File: src/rtl/fcd_pkg.sv
package fcd_pkg;
  localparam int CMP_W  = 15;
  localparam int CODE_W = 8;

  localparam logic [CMP_W-1:0]  UNLOCK_ADDR_A = 15'h5555;
  localparam logic [CMP_W-1:0]  UNLOCK_ADDR_B = 15'h2AAA;
  localparam logic [CODE_W-1:0] KEY_1      = 8'hAA;
  localparam logic [CODE_W-1:0] KEY_2      = 8'h55;
  localparam logic [CODE_W-1:0] OP_PROGRAM = 8'hA0;
  localparam logic [CODE_W-1:0] OP_ERASE   = 8'h80;
  localparam logic [CODE_W-1:0] OP_ID_IN   = 8'h90;
  localparam logic [CODE_W-1:0] OP_ID_OUT  = 8'hF0;
  localparam logic [CODE_W-1:0] OP_CHIP    = 8'h10;
  localparam logic [CODE_W-1:0] OP_SECTOR  = 8'h30;

  typedef enum logic [2:0] {
    S_IDLE, S_UNL1, S_UNL2, S_PROG, S_ERS3, S_ERS4, S_ERS5
  } seq_state_t;

  typedef struct packed {
    logic prog;
    logic sect;
    logic chip;
    logic id_enter;
    logic id_exit;
  } cmd_ev_t;

  // True when a write's compared slices equal one expected command cycle.
  function automatic logic cycle_hit(input logic [CMP_W-1:0] a, input logic [CODE_W-1:0] d,
                                     input logic [CMP_W-1:0] ea, input logic [CODE_W-1:0] ed);
    return (a == ea) && (d == ed);
  endfunction
endpackage

File: src/rtl/cmd_seq_fsm.sv
module cmd_seq_fsm
  import fcd_pkg::*;
(
  input  logic              clk,
  input  logic              rst_n,
  input  logic              wr_valid,
  input  logic [CMP_W-1:0]  cmp_addr,
  input  logic [CODE_W-1:0] cmp_code,
  input  logic              busy,
  output seq_state_t        state_q,
  output cmd_ev_t           ev
);
  seq_state_t nxt;
  logic       accept;

  assign accept = wr_valid && !busy;

  always_comb begin
    nxt = state_q;
    ev  = '0;
    if (accept) begin
      nxt = S_IDLE;
      unique case (state_q)
        S_IDLE: begin
          if (cycle_hit(cmp_addr, cmp_code, UNLOCK_ADDR_A, KEY_1)) nxt = S_UNL1;
          else if (cmp_code == OP_ID_OUT) ev.id_exit = 1'b1;
        end
        S_UNL1: if (cycle_hit(cmp_addr, cmp_code, UNLOCK_ADDR_B, KEY_2)) nxt = S_UNL2;
        S_UNL2: begin
          if (cmp_addr == UNLOCK_ADDR_A) begin
            case (cmp_code)
              OP_PROGRAM: nxt = S_PROG;
              OP_ERASE:   nxt = S_ERS3;
              OP_ID_IN:   ev.id_enter = 1'b1;
              OP_ID_OUT:  ev.id_exit  = 1'b1;
              default:    ;
            endcase
          end
        end
        S_PROG: ev.prog = 1'b1;
        S_ERS3: if (cycle_hit(cmp_addr, cmp_code, UNLOCK_ADDR_A, KEY_1)) nxt = S_ERS4;
        S_ERS4: if (cycle_hit(cmp_addr, cmp_code, UNLOCK_ADDR_B, KEY_2)) nxt = S_ERS5;
        S_ERS5: begin
          if (cmp_code == OP_SECTOR) ev.sect = 1'b1;
          else if (cycle_hit(cmp_addr, cmp_code, UNLOCK_ADDR_A, OP_CHIP)) ev.chip = 1'b1;
        end
        default: ;
      endcase
    end
  end

  always_ff @(posedge clk) begin
    if (!rst_n) state_q <= S_IDLE;
    else        state_q <= nxt;
  end
endmodule

File: src/rtl/id_mode_reg.sv
module id_mode_reg (
  input  logic clk,
  input  logic rst_n,
  input  logic set_i,
  input  logic clr_i,
  output logic id_mode
);
  always_ff @(posedge clk) begin
    if (!rst_n)     id_mode <= 1'b0;
    else if (set_i) id_mode <= 1'b1;
    else if (clr_i) id_mode <= 1'b0;
  end
endmodule

File: src/rtl/id_code_rom.sv
module id_code_rom #(
  parameter int          ADDR_W   = 16,
  parameter int          DATA_W   = 16,
  parameter logic [15:0] MFR_CODE = 16'h00BF,
  parameter logic [15:0] DEV_CODE = 16'h2788
) (
  input  logic              id_mode,
  input  logic [ADDR_W-1:0] rd_addr,
  output logic [DATA_W-1:0] rd_data
);
  localparam logic [ADDR_W-1:0] MFR_LOC = '0;
  localparam logic [ADDR_W-1:0] DEV_LOC = ADDR_W'(1);

  always_comb begin
    rd_data = '0;
    if (id_mode) begin
      if (rd_addr == MFR_LOC)      rd_data = DATA_W'(MFR_CODE);
      else if (rd_addr == DEV_LOC) rd_data = DATA_W'(DEV_CODE);
    end
  end
endmodule

File: src/rtl/flash_cmd_decoder.sv
module flash_cmd_decoder
  import fcd_pkg::*;
#(
  parameter int ADDR_W = 16,
  parameter int DATA_W = 16
) (
  input  logic              clk,
  input  logic              rst_n,
  input  logic              wr_valid,
  input  logic [ADDR_W-1:0] wr_addr,
  input  logic [DATA_W-1:0] wr_data,
  input  logic              busy,
  input  logic [ADDR_W-1:0] rd_addr,
  output logic              prog_req,
  output logic              sect_erase_req,
  output logic              chip_erase_req,
  output logic              id_enter_req,
  output logic              id_exit_req,
  output logic [ADDR_W-1:0] tgt_addr,
  output logic [DATA_W-1:0] tgt_data,
  output logic              id_mode,
  output logic [DATA_W-1:0] id_rd_data
);
  seq_state_t state_q;
  cmd_ev_t    ev;
  logic       ev_array_op;

  cmd_seq_fsm u_fsm (
    .clk      (clk),
    .rst_n    (rst_n),
    .wr_valid (wr_valid),
    .cmp_addr (wr_addr[CMP_W-1:0]),
    .cmp_code (wr_data[CODE_W-1:0]),
    .busy     (busy),
    .state_q  (state_q),
    .ev       (ev)
  );

  id_mode_reg u_idm (
    .clk     (clk),
    .rst_n   (rst_n),
    .set_i   (ev.id_enter),
    .clr_i   (ev.id_exit),
    .id_mode (id_mode)
  );

  id_code_rom #(.ADDR_W(ADDR_W), .DATA_W(DATA_W)) u_rom (
    .id_mode (id_mode),
    .rd_addr (rd_addr),
    .rd_data (id_rd_data)
  );

  assign ev_array_op = ev.prog || ev.sect || ev.chip;

  always_ff @(posedge clk) begin
    if (!rst_n) begin
      prog_req       <= 1'b0;
      sect_erase_req <= 1'b0;
      chip_erase_req <= 1'b0;
      id_enter_req   <= 1'b0;
      id_exit_req    <= 1'b0;
      tgt_addr       <= '0;
      tgt_data       <= '0;
    end else begin
      prog_req       <= ev.prog;
      sect_erase_req <= ev.sect;
      chip_erase_req <= ev.chip;
      id_enter_req   <= ev.id_enter;
      id_exit_req    <= ev.id_exit;
      if (ev_array_op) begin
        tgt_addr <= wr_addr;
        tgt_data <= wr_data;
      end
    end
  end
endmodule

File: config.mk
export PLATFORM = sky130hd
export DESIGN_NAME = flash_cmd_decoder
export DESIGN_NICKNAME = d
export VERILOG_FILES = /design/src/rtl/fcd_pkg.sv /design/src/rtl/cmd_seq_fsm.sv /design/src/rtl/id_mode_reg.sv /design/src/rtl/id_code_rom.sv /design/src/rtl/flash_cmd_decoder.sv
export SDC_FILE = /design/constraint.sdc
export NUM_CORES = 1
export LEC_CHECK = 0
export ABC_AREA = 1
export BUFFER_PORTS_ARGS = -buffer_cell sky130_fd_sc_hd__buf_2
export CAP_MARGIN = 40
export CORE_ASPECT_RATIO = 0.8
export CORE_MARGIN = 8
export CORE_UTILIZATION = 43
export DETAILED_ROUTE_END_ITERATION = 10
export PLACE_DENSITY = 0.82
export RECOVER_POWER = 50
export SYNTH_ARGS = -nofsm -noshare
export SYNTH_HDL_FRONTEND = slang
export SYNTH_HIERARCHICAL = 1
export SYNTH_SLANG_ARGS = --single-unit
File: constraint.sdc
create_clock -name clk -period 2 [get_ports clk]
set_input_delay 0.2 -clock clk [delete_from_list [all_inputs] [get_ports clk]]
set_output_delay 0.2 -clock clk [all_outputs]
set_load 0.05 [all_outputs]
==> impl_summary.txt, run 1 <==
----------------------------------------------------
[STA]
  Minimum clock period ... 1.74 ns
  Final setup vio count ... 0
  Worst Skew ... 0.00272 ns
  Unrepaired setup endpoints after global routing ... no
  Max-slew violation total from the final report ... 0
  Slew at the pin closest to its max-slew limit ... 0.736 ns
  Tcrit/Tclk final ... 87.0%
  Final-report hold violation count ... 0
  Final total negative setup slack ... 0 ns
  Slew Limit Headroom ... 50.9%
  Peak Freq ... 0.574 GHz

[CTS]
  Hold-fix buffers, CTS ... 0
  Htree depth ... 2
  Root Buffer Master ... sky130_fd_sc_hd__clkbuf_8
  Number of clock sinks ... 41
  Latest clock arrival within the worst-skew pair ... 0.30 ns
  Postcts setup bufs ... 0
  Worst-case clock buffer depth ... 2
  Clock input transition at the sequential cells of the worst setup and hold paths ... 0.08 ns
  Clock tree from TritonCTS ... done
  Resized Gates After CTS ... 0
  Inserted Clock Buffers ... 5

[Worst setup path]
  Critical setup path kind ... reg -> reg
  Reg-to-reg startpoint ... u_fsm/state_q[0]
  Arrival time at the worst endpoint ... 1.94 ns
  Worst Reg-to-Reg Cells ... 7
  Kind of end point of the critical path ... register
  Reg2Reg Setup Slack ... 0.26 ns
  Worst Setup Start Kind ... register
  Maximum fanout encountered on the critical timing path ... 38
  First element of the critical path ... u_fsm/state_q[0]
  Reg2reg end ... tgt_data[5]
  Data required time of the worst path ... 2.19 ns

[Floorplanning]
  Area of the placeable core ... 5470 um2
  Standard-cell row count ... 24
  Die X-Extent ... 100 um
  Initial core utilization ... 44.7%
  Area enclosed by the die boundary ... 8370 um2
  Die Y ... 83.4 um
  Top Ports ... 106

[Final layout]
  Antenna diode instance count ... 0
  Final Core Density ... 53.8%
  Number of nets in the finished design ... 531
  Fillers ... 599
  Share of final-layout standard cells stronger than drive strength 1 ... 19.8%
  Regs by FF count ... tgt_addr (16), tgt_data (16), u_fsm/state_q (3)
  Area added between synthesis and finish ... 20.2%

[Synth]
  Portion of the post-synthesis area used by sequential elements ... 33.6%
  FF+latch count, synth ... 41
  Mapped Area ... 2440 um2
  Post-synth top area cell ... sky130_fd_sc_hd__dfxtp_1
  Yosys top cell area share ... 33.6%
  Most area-consuming cells after synthesis ... sky130_fd_sc_hd__dfxtp_1 (34%), sky130_fd_sc_hd__nand2_1 (11%), sky130_fd_sc_hd__nor2_1 (11%), sky130_fd_sc_hd__inv_1 (9.2%), sky130_fd_sc_hd__nand3_1 (8.2%)
  Number of different library cells in the post-synthesis netlist ... 22
  Synth Warn # ... 6
  Mean instance size in the synthesized netlist ... 6.23 um2
  Cell count after synthesis ... 392

[Placement]
  Buffers added on ports ... 100
  Routability Congestion ... 0.884
  Half-perimeter wire length of the detailed placement result ... 5180 um

[Detailed routing]
  Vias per inst ... 4.60
  Length of routed met2 wiring ... 2990 um
  Routed length on met1 ... 3120 um
  Antenna Nets Post-Route ... 0
  Final routed wirelength across all metal layers ... 6720 um
  DRC violation count after routing ... 0
  Sum of met3 wire segment lengths after detailed routing ... 535 um
  Number of detailed-route iterations in the first pass ... 4
  Per-cell routed wire length ... 12.0 um
  DR top layer ... met4
  Total number of vias ... 2568
  Number of violations reported at the end of detailed-routing iteration 0 ... 165

[Global routing]
  Remaining Overflow, GRT ... 0
  Antenna violations before repair ... 0
  Vias in the first global route ... 2450
  First-pass GRT wire length ... 11100 um
  Combined global-route utilization of all metal layers ... 15.9%
  Maximum number of pins on one net before global-route repair ... 65

[Power and ir drop]
  Leakage power ... 0.00153 uW
  Switching part of the total power ... 23.6%
  Worst-case vdd ir drop ... 0.000281 V
  Total chip power ... 1670 uW
  Power share of the sequential group ... 48.8%
  Relative contribution of the clock network to total power ... 41.8%
  Power per cell area ... 568 nW/um2
  Net Switching ... 394 uW
  Portion of total power attributed to combinational logic ... 9.4%
  Cell-internal power ... 1280 uW

[Hold path]
  Instance count along the most critical hold path ... 3
  Hold path start ... wr_data[12]
  Hold path endpoint ... tgt_data[12]
  Type of the most critical hold path ... in -> reg

[Run]
  # Max-Cap Violations ... 0

[Outcome]
  Outcome ... completed

----------------------------------------------------
[area by class of cell]
type	count	area, um2	share of cell area, %
Clock buffer	7	86.3	2.94
Sequential cell	41	821	27.9
Clock inverter	1	30.0	1.02
Tap cell	78	97.6	3.32
Inverter	70	263	8.94
Timing Repair Buffer	105	483	16.4
Multi-Input combinational cell	256	1160	39.4
[placed cells by master, fill, tap and decap left out]
master | netlist | layout
sky130_fd_sc_hd__dfxtp_1 | 41 | 41
sky130_fd_sc_hd__nor4_1 | 2 | 2
sky130_fd_sc_hd__inv_1 | 60 | 60
sky130_fd_sc_hd__nand3_2 | 1 | 1
sky130_fd_sc_hd__inv_2 | 10 | 9
sky130_fd_sc_hd__nand3b_1 | 3 | 3
sky130_fd_sc_hd__conb_1 | 1 | 5
sky130_fd_sc_hd__clkinv_1 | 0 | 1
sky130_fd_sc_hd__bufinv_16 | 0 | 1
sky130_fd_sc_hd__or2_1 | 1 | 1
sky130_fd_sc_hd__clkbuf_1 | 0 | 41
sky130_fd_sc_hd__nand2_2 | 3 | 3
sky130_fd_sc_hd__nand4_1 | 8 | 8
sky130_fd_sc_hd__clkbuf_8 | 0 | 6
sky130_fd_sc_hd__nor2_1 | 69 | 68
sky130_fd_sc_hd__a21oi_1 | 37 | 37
sky130_fd_sc_hd__nand2_1 | 73 | 73
sky130_fd_sc_hd__nor2_8 | 1 | 1
sky130_fd_sc_hd__a21oi_2 | 1 | 1
sky130_fd_sc_hd__nor3_1 | 5 | 5
sky130_fd_sc_hd__buf_2 | 10 | 62
sky130_fd_sc_hd__nand3_1 | 40 | 40
sky130_fd_sc_hd__buf_4 | 13 | 3
sky130_fd_sc_hd__nor2_2 | 6 | 8
[cell usage after synthesis]
master and count:
sky130_fd_sc_hd__a21oi_1 37, sky130_fd_sc_hd__a21oi_2 1, sky130_fd_sc_hd__buf_2 10, sky130_fd_sc_hd__buf_4 13, sky130_fd_sc_hd__buf_6 6, sky130_fd_sc_hd__conb_1 1
sky130_fd_sc_hd__dfxtp_1 41, sky130_fd_sc_hd__inv_1 60, sky130_fd_sc_hd__inv_2 10, sky130_fd_sc_hd__nand2_1 73, sky130_fd_sc_hd__nand2_2 3, sky130_fd_sc_hd__nand3_1 40
sky130_fd_sc_hd__nand3_2 1, sky130_fd_sc_hd__nand3b_1 3, sky130_fd_sc_hd__nand4_1 8, sky130_fd_sc_hd__nor2_1 69, sky130_fd_sc_hd__nor2_2 6, sky130_fd_sc_hd__nor2_4 1
sky130_fd_sc_hd__nor2_8 1, sky130_fd_sc_hd__nor3_1 5, sky130_fd_sc_hd__nor4_1 2, sky130_fd_sc_hd__or2_1 1
[critical path, stage by stage (launching register included)]
cell and delay, ns:
sky130_fd_sc_hd__dfxtp_1 0.34, sky130_fd_sc_hd__clkbuf_1 0.25, sky130_fd_sc_hd__nand2_1 0.08, sky130_fd_sc_hd__nor3_1 0.34, sky130_fd_sc_hd__inv_2 0.08, sky130_fd_sc_hd__buf_4 0.25
sky130_fd_sc_hd__a21oi_1 0.21, sky130_fd_sc_hd__nor2_1 0.06
[routing by layer]
layer / track usage, % / up-vias
met5: 0 / -
met4: 4.52 / 0
met3: 5.50 / 8
met2: 25.8 / 80
met1: 19.4 / 1121
li1: - / 1359
[kinds of logic (layout without fill, tap and decap cells)]
| kind of cell | Yosys count | in the layout | synth area share, % |
|---|---|---|---|
| and+or+nand+nor | 213 | 213 | 38.8 |
| buffers and inverters | 99 | 183 | 19.6 |
| DFF | 41 | 41 | 33.6 |
| AOI/OAI and AO/OA | 38 | 38 | 7.94 |
| other | 1 | 5 | 0.153 |
[through the flow]
stage	cells	setup WS [ns]	hold WS (ns)	instance area, um2
2_1_floorplan	396	0.142	0.322	2470
3_3_place_gp	550	0.162	0.422	2890
3_5_place_dp	550	0.124	0.426	2890
4_1_cts	558	0.272	0.114	3000
5_1_grt	558	0.0100	0.138	2940
6_report	558	0.259	0.121	2940
[how the worst max path moves through the flow]
stage / cells past startpoint / slack [ns] / endpoint
floorplan: 3 / 0.14 / id_rd_data[1]
global placement: 12 / 0.16 / tgt_addr[14]
detailed placement: 11 / 0.12 / tgt_addr[6]
CTS: 8 / 0.27 / tgt_addr[6]
global route: 8 / 0.01 / tgt_addr[15]
finish: 7 / 0.26 / tgt_data[5]
[power groups by stage]
stage	Sequential, uW	Combinational, uW	Clock [uW]
global placement	835	153	0
CTS	815	156	711
detailed placement	835	156	0
floorplan	835	81.8	0
finish	815	157	697
global route	815	174	741
Note: power is estimated with default switching activity, not from simulation.
==> inputs of run 2 (changes only) <==
CORE_UTILIZATION = 42   (was 43)
HOLD_SLACK_MARGIN = 0.1   (was default)
PLACE_DENSITY = 0.83   (was 0.82)
SYNTH_HIERARCHICAL = default   (was 1)
==> impl_summary.txt, run 2 <==
----------------------------------------------------
[Worst setup path]
  Reg2Reg Setup Slack ... 0.38 ns
  Maximum fanout encountered on the critical timing path ... 4
  Data required time of the worst path ... 1.80 ns
  Worst Setup Start Kind ... register
  Arrival time at the worst endpoint ... 1.60 ns
  Kind of end point of the critical path ... primary output
  Critical setup path kind ... reg -> out
  Worst Reg-to-Reg Cells ... 10

[Floorplanning]
  Die Y ... 80.7 um
  Initial core utilization ... 43.7%
  Area of the placeable core ... 5040 um2
  Die X-Extent ... 96.9 um
  Top Ports ... 106
  Standard-cell row count ... 23
  Area enclosed by the die boundary ... 7830 um2

[Power and ir drop]
  Power per cell area ... 561 nW/um2
  Worst-case vdd ir drop ... 0.000355 V
  Leakage power ... 0.00162 uW

[Synth]
  Portion of the post-synthesis area used by sequential elements ... 37.3%
  Number of different library cells in the post-synthesis netlist ... 21
  Top cell types by occurrence after synthesis ... sky130_fd_sc_hd__nand2_1 (99), sky130_fd_sc_hd__nor2_1 (93), sky130_fd_sc_hd__inv_1 (57)
  Most area-consuming cells after synthesis ... sky130_fd_sc_hd__dfxtp_1 (37%), sky130_fd_sc_hd__nand2_1 (17%), sky130_fd_sc_hd__nor2_1 (16%), sky130_fd_sc_hd__inv_1 (9.7%), sky130_fd_sc_hd__buf_4 (4.8%)
  Yosys top cell area share ... 37.3%
  Synth Warn # ... 0
  Most frequent cell after synthesis ... sky130_fd_sc_hd__nand2_1
  FF+latch count, synth ... 41
  Post-synth top area cell ... sky130_fd_sc_hd__dfxtp_1
  Mapped Area ... 2200 um2
  Dominant synthesized flop cell ... sky130_fd_sc_hd__dfxtp_1
  Largest family of logic cells by synthesized area ... simple AND/OR/NAND/NOR gates
  Post-synthesis mux area share ... 0%
  Compound-cell area share of the yosys netlist ... 1.14%
  Cell count after synthesis ... 359
  Number of enable-type register cells in the synthesized netlist ... 0
  Synth async-reset ratio ... 0%
  Mean instance size in the synthesized netlist ... 6.13 um2
  Share of synthesized cell area in full adder, half adder and majority cells ... 0%
  Synth Area in XOR/XNOR ... 0%
  Fraction of the mapped netlist area in simple logic gates ... 44.0%

[STA]
  Peak Freq ... 0.554 GHz
  Tcrit/Tclk final ... 90.2%
  Minimum clock period ... 1.80 ns
  Final total negative setup slack ... 0 ns
  Max-slew violation total from the final report ... 0
  Slew Limit Headroom ... 57.7%
  Final setup vio count ... 0
  Unrepaired setup endpoints after global routing ... no
  Slew at the pin closest to its max-slew limit ... 0.638 ns
  Worst Skew ... 0.00981 ns
  Worst Slack Setup Final ... 0.196 ns
  Final-report hold violation count ... 0

[Detailed routing]
  Number of detailed-route iterations in the first pass ... 4
  Total number of vias ... 2396
  Final routed wirelength across all metal layers ... 6400 um
  DRC violation count after routing ... 0
  Number of violations reported at the end of detailed-routing iteration 0 ... 122
  Vias per inst ... 4.44
  Antenna Nets Post-Route ... 0
  Per-cell routed wire length ... 11.9 um

[Final layout]
  Final Core Density ... 58.5%
  Most common cell after layout, fill and taps aside ... sky130_fd_sc_hd__nand2_1
  Non-Filler Cell Area, Final ... 2950 um2
  Antenna diode instance count ... 0
  Regs by FF count ... tgt_addr (16), tgt_data (16), u_fsm.state_q (3)
  Fillers ... 500
  Final cell count without fillers ... 540
  Most frequent cells in the layout ... sky130_fd_sc_hd__nand2_1 (99), sky130_fd_sc_hd__nor2_1 (91), sky130_fd_sc_hd__buf_2 (61)
  Share of final-layout standard cells stronger than drive strength 1 ... 23.0%
  Number of nets in the finished design ... 530
  Area added between synthesis and finish ... 33.9%

[Global routing]
  Vias in the first global route ... 2233
  Combined global-route utilization of all metal layers ... 15.4%
  Maximum number of pins on one net before global-route repair ... 46
  First-pass GRT wire length ... 10100 um
  Global Route met2 Usage ... 25.8%
  Global-route layer with the greatest usage ... met2
  Met3 Usage GRT ... 5.76%
  Remaining Overflow, GRT ... 0
  Met1 layer usage reported by global route ... 18.2%
  Antenna violations before repair ... 0

[CTS]
  Inserted Clock Buffers ... 5
  Hold-fix buffers, CTS ... 0
  Latest clock arrival within the worst-skew pair ... 0.29 ns
  Htree depth ... 2
  Number of clock sinks ... 41
  Clock tree from TritonCTS ... done
  Worst-case clock buffer depth ... 2
  Postcts setup bufs ... 0
  Resized Gates After CTS ... 0
  Clock input transition at the sequential cells of the worst setup and hold paths ... 0.08 ns
  Root Buffer Master ... sky130_fd_sc_hd__clkbuf_8

[Placement]
  Buffers added on ports ... 100
  Number of cells in the design after placement ... 533
  Setup slack after placement ... 0.284 ns
  Routability Congestion ... 0.878
  Half-perimeter wire length of the detailed placement result ... 5140 um
  Cell area after placement ... 2900 um2

[Hold path]
  Type of the most critical hold path ... in -> reg
  Instance count along the most critical hold path ... 3

[Outcome]
  Outcome ... completed

[Run]
  # Max-Cap Violations ... 0

----------------------------------------------------
run 2: cells by family after synthesis:
family,Yosys count
compound gates,5
buf+inv,81
flops,41
other cells,1
simple gates,231
run 2: layer usage:
metal,part of all wire [%],vias up
met3,7.4,5
li1,-,1282
met4,0.59,0
met5,0,-
met2,48,67
met1,44,1042
run 2: stage by stage:
stage	power (uW)	hold slack [ns]
2_1_floorplan	909	0.335
3_3_place_gp	1010	0.424
3_5_place_dp	1010	0.428
4_1_cts	1660	0.121
5_1_grt	1730	0.113
6_report	1650	0.129
run 2: cell type report:
cell class / instances / area [um2] / share of cell area, %
sequential: 41 / 822 / 27.9
timing repair buffer: 132 / 701 / 23.8
clock buffer: 5 / 68.8 / 2.34
tap: 62 / 77.6 / 2.63
inverter: 57 / 214 / 7.26
multi-input combinational: 241 / 1030 / 34.9
clock inverter: 2 / 35.0 / 1.19
run 2: critical path, stage by stage, from the launching register on:
cell                      delay, ns
sky130_fd_sc_hd__dfxtp_2       0.34
sky130_fd_sc_hd__inv_1         0.04
sky130_fd_sc_hd__nor2_1        0.07
sky130_fd_sc_hd__nand4_1       0.25
sky130_fd_sc_hd__nor3_4        0.30
sky130_fd_sc_hd__buf_2         0.30
run 2: final timing paths:
kind | startpoint | endpoint
hold / removal | wr_data[13] | tgt_data[13]
setup reg to reg | u_fsm.state_q[1] | tgt_data[11]
hold reg to reg | tgt_data[4] | tgt_data[4]
setup / recovery | u_idm.id_mode | id_rd_data[13]
run 2: where the power goes:
group	internal (uW)	total (uW)	switching, uW
Clock	363	661	297
Sequential	815	815	0.00230
Combinational	76.8	176	99.5
Total	1260	1650	397
==> inputs of run 3 (changes only) <==
==> constraint.sdc (replaced) <==
create_clock -name clk -period 2 [get_ports clk]
set_input_delay 0.4 -clock clk [delete_from_list [all_inputs] [get_ports clk]]
set_output_delay 0.4 -clock clk [all_outputs]
set_load 0.05 [all_outputs]
==> impl_summary.txt, run 3 (synthesis results as in run 2) <==
----------------------------------------------------
[Outcome]
  Outcome ... completed

[Placement]
  Half-perimeter wire length of the detailed placement result ... 5200 um
  Buffers added on ports ... 100
  Routability Congestion ... 0.848

[Floorplanning]
  Area enclosed by the die boundary ... 7830 um2
  Area of the placeable core ... 5040 um2
  Standard-cell row count ... 23
  Top Ports ... 106
  Die Y ... 80.7 um
  Initial core utilization ... 43.7%
  Die X-Extent ... 96.9 um

[Detailed routing]
  Number of violations reported at the end of detailed-routing iteration 0 ... 161
  Final routed wirelength across all metal layers ... 6880 um
  Number of detailed-route iterations in the first pass ... 4
  DRC violation count after routing ... 0
  Total number of vias ... 2489
  Antenna Nets Post-Route ... 0
  Vias per inst ... 4.53
  Per-cell routed wire length ... 12.5 um

[CTS]
  Clock tree from TritonCTS ... done
  Root Buffer Master ... sky130_fd_sc_hd__clkbuf_8
  Clock input transition at the sequential cells of the worst setup and hold paths ... 0.08 ns
  Htree depth ... 2
  Worst-case clock buffer depth ... 2
  Inserted Clock Buffers ... 5
  Latest clock arrival within the worst-skew pair ... 0.28 ns
  Hold-fix buffers, CTS ... 0
  Number of clock sinks ... 41

[STA]
  Max-slew violation total from the final report ... 0
  Worst Skew ... 0.00480 ns
  Final setup vio count ... 0
  Slew at the pin closest to its max-slew limit ... 0.707 ns
  Slew Limit Headroom ... 52.8%
  Final-report hold violation count ... 0
  Peak Freq ... 0.511 GHz
  Minimum clock period ... 1.96 ns
  Unrepaired setup endpoints after global routing ... yes
  Tcrit/Tclk final ... 97.9%

[Power and ir drop]
  Portion of total power attributed to combinational logic ... 12.6%
  Power per cell area ... 497 nW/um2
  Total chip power ... 1560 uW
  Leakage power ... 0.00167 uW
  Net Switching ... 380 uW
  Worst-case vdd ir drop ... 0.000419 V
  Relative contribution of the clock network to total power ... 35.1%
  Power share of the sequential group ... 52.3%
  Cell-internal power ... 1180 uW
  Switching part of the total power ... 24.3%

[Global routing]
  Antenna violations before repair ... 0
  First-pass GRT wire length ... 10500 um
  Remaining Overflow, GRT ... 0
  Maximum number of pins on one net before global-route repair ... 36
  Vias in the first global route ... 2396
  Combined global-route utilization of all metal layers ... 15.8%

[Final layout]
  Number of nets in the finished design ... 539
  Antenna diode instance count ... 0
  Final Core Density ... 62.3%
  Area of combinational cells with multiple inputs ... 1070 um2
  Area added between synthesis and finish ... 42.5%
  Fillers ... 465
  Share of final-layout standard cells stronger than drive strength 1 ... 24.6%
  Most frequent cells in the layout ... sky130_fd_sc_hd__nand2_1 (99), sky130_fd_sc_hd__nor2_1 (90), sky130_fd_sc_hd__inv_1 (57)
  Register Area ... 822 um2
  Regs by FF count ... tgt_addr (16), tgt_data (16), u_fsm.state_q (3)
  Most common cell after layout, fill and taps aside ... sky130_fd_sc_hd__nand2_1

[Run]
  # Max-Cap Violations ... 0

[Worst setup path]
  Reg-to-reg startpoint ... u_fsm.state_q[0]
  Reg2Reg Setup Slack ... 0.35 ns
  Maximum fanout encountered on the critical timing path ... 5
  Kind of end point of the critical path ... primary output
  Worst Setup Start Kind ... input pin
  Worst Reg-to-Reg Cells ... 10
  Arrival time at the worst endpoint ... 1.56 ns
  Data required time of the worst path ... 1.60 ns
  Reg2reg end ... tgt_addr[3]
  Critical setup path kind ... in -> out

[Hold path]
  Hold path start ... wr_addr[15]
  Type of the most critical hold path ... in -> reg
  Instance count along the most critical hold path ... 3
  Hold path endpoint ... tgt_addr[15]

----------------------------------------------------
run 3: cell count changes in the layout (fill, tap and decap cells not counted), moves of 2 or more:
cell	change
sky130_fd_sc_hd__buf_2	-14
sky130_fd_sc_hd__buf_4	+7
sky130_fd_sc_hd__buf_6	+7
sky130_fd_sc_hd__buf_8	+5
sky130_fd_sc_hd__clkbuf_1	+2
sky130_fd_sc_hd__clkbuf_4	+2
sky130_fd_sc_hd__nor4_1	-2
sky130_fd_sc_hd__nor4_4	+2
run 3: timing repair:
item | 4_1_cts | 5_1_grt
setup buffers | 0 | 1
endpoints found under the setup margin | 0 | 25
gates resized for setup | 0 | 39
run 3: power groups by stage:
| stage | registers [uW] | logic [uW] | clock network, uW |
|---|---|---|---|
| global placement | 835 | 188 | 0 |
| finish | 815 | 197 | 547 |
| CTS | 815 | 191 | 561 |
| detailed placement | 835 | 190 | 0 |
| floorplan | 835 | 75.3 | 0 |
| global route | 815 | 216 | 590 |
run 3: cell type report:
cell class | instances | share of cell area, %
tap | 62 | 2.47
inverter | 57 | 6.82
clock buffer | 7 | 2.75
timing repair buffer | 140 | 27.5
sequential | 41 | 26.2
multi-input combinational | 242 | 34.2
run 3: worst max path at each step:
| stage | from | endpoint | slack, ns |
|---|---|---|---|
| global route | rd_addr[5] | id_rd_data[13] | -0.05 |
| floorplan | rd_addr[12] | id_rd_data[10] | -0.20 |
| detailed placement | wr_valid | tgt_addr[3] | -0.1 |
| CTS | rd_addr[12] | id_rd_data[0] | 0.03 |
| global placement | wr_valid | tgt_addr[15] | -0.26 |
| finish | rd_addr[5] | id_rd_data[4] | 0.04 |
run 3: metrics by stage:
step | setup WS (ns) | cell area [um2] | setup TNS (ns) | hold WS, ns | instances
after floorplan | -0.197 | 2270 | -0.718 | 0.452 | 363
after global placement | -0.262 | 2950 | -7.45 | 0.453 | 539
after detailed placement | -0.0981 | 2980 | -1.07 | 0.463 | 540
after CTS | 0.0251 | 3070 | 0 | 0.329 | 547
after global routing | -0.0484 | 3140 | -0.396 | 0.332 | 549
final | 0.0426 | 3140 | 0 | 0.334 | 549
run 3: per-layer routing:
layer / GRT usage [%] / routed length, um / vias to the layer above
met5: 0 / 0 / -
met4: 2.60 / 22 / 0
met3: 9.07 / 795 / 4
met2: 26.1 / 3150 / 102
met1: 17.6 / 2910 / 1079
li1: - / - / 1304
run 3: critical path, stage by stage:
cell and delay (ns):
sky130_fd_sc_hd__buf_6 0.10, sky130_fd_sc_hd__nor4_4 0.26, sky130_fd_sc_hd__nand4_1 0.17, sky130_fd_sc_hd__buf_4 0.19
sky130_fd_sc_hd__nor2_4 0.25, sky130_fd_sc_hd__buf_8 0.19
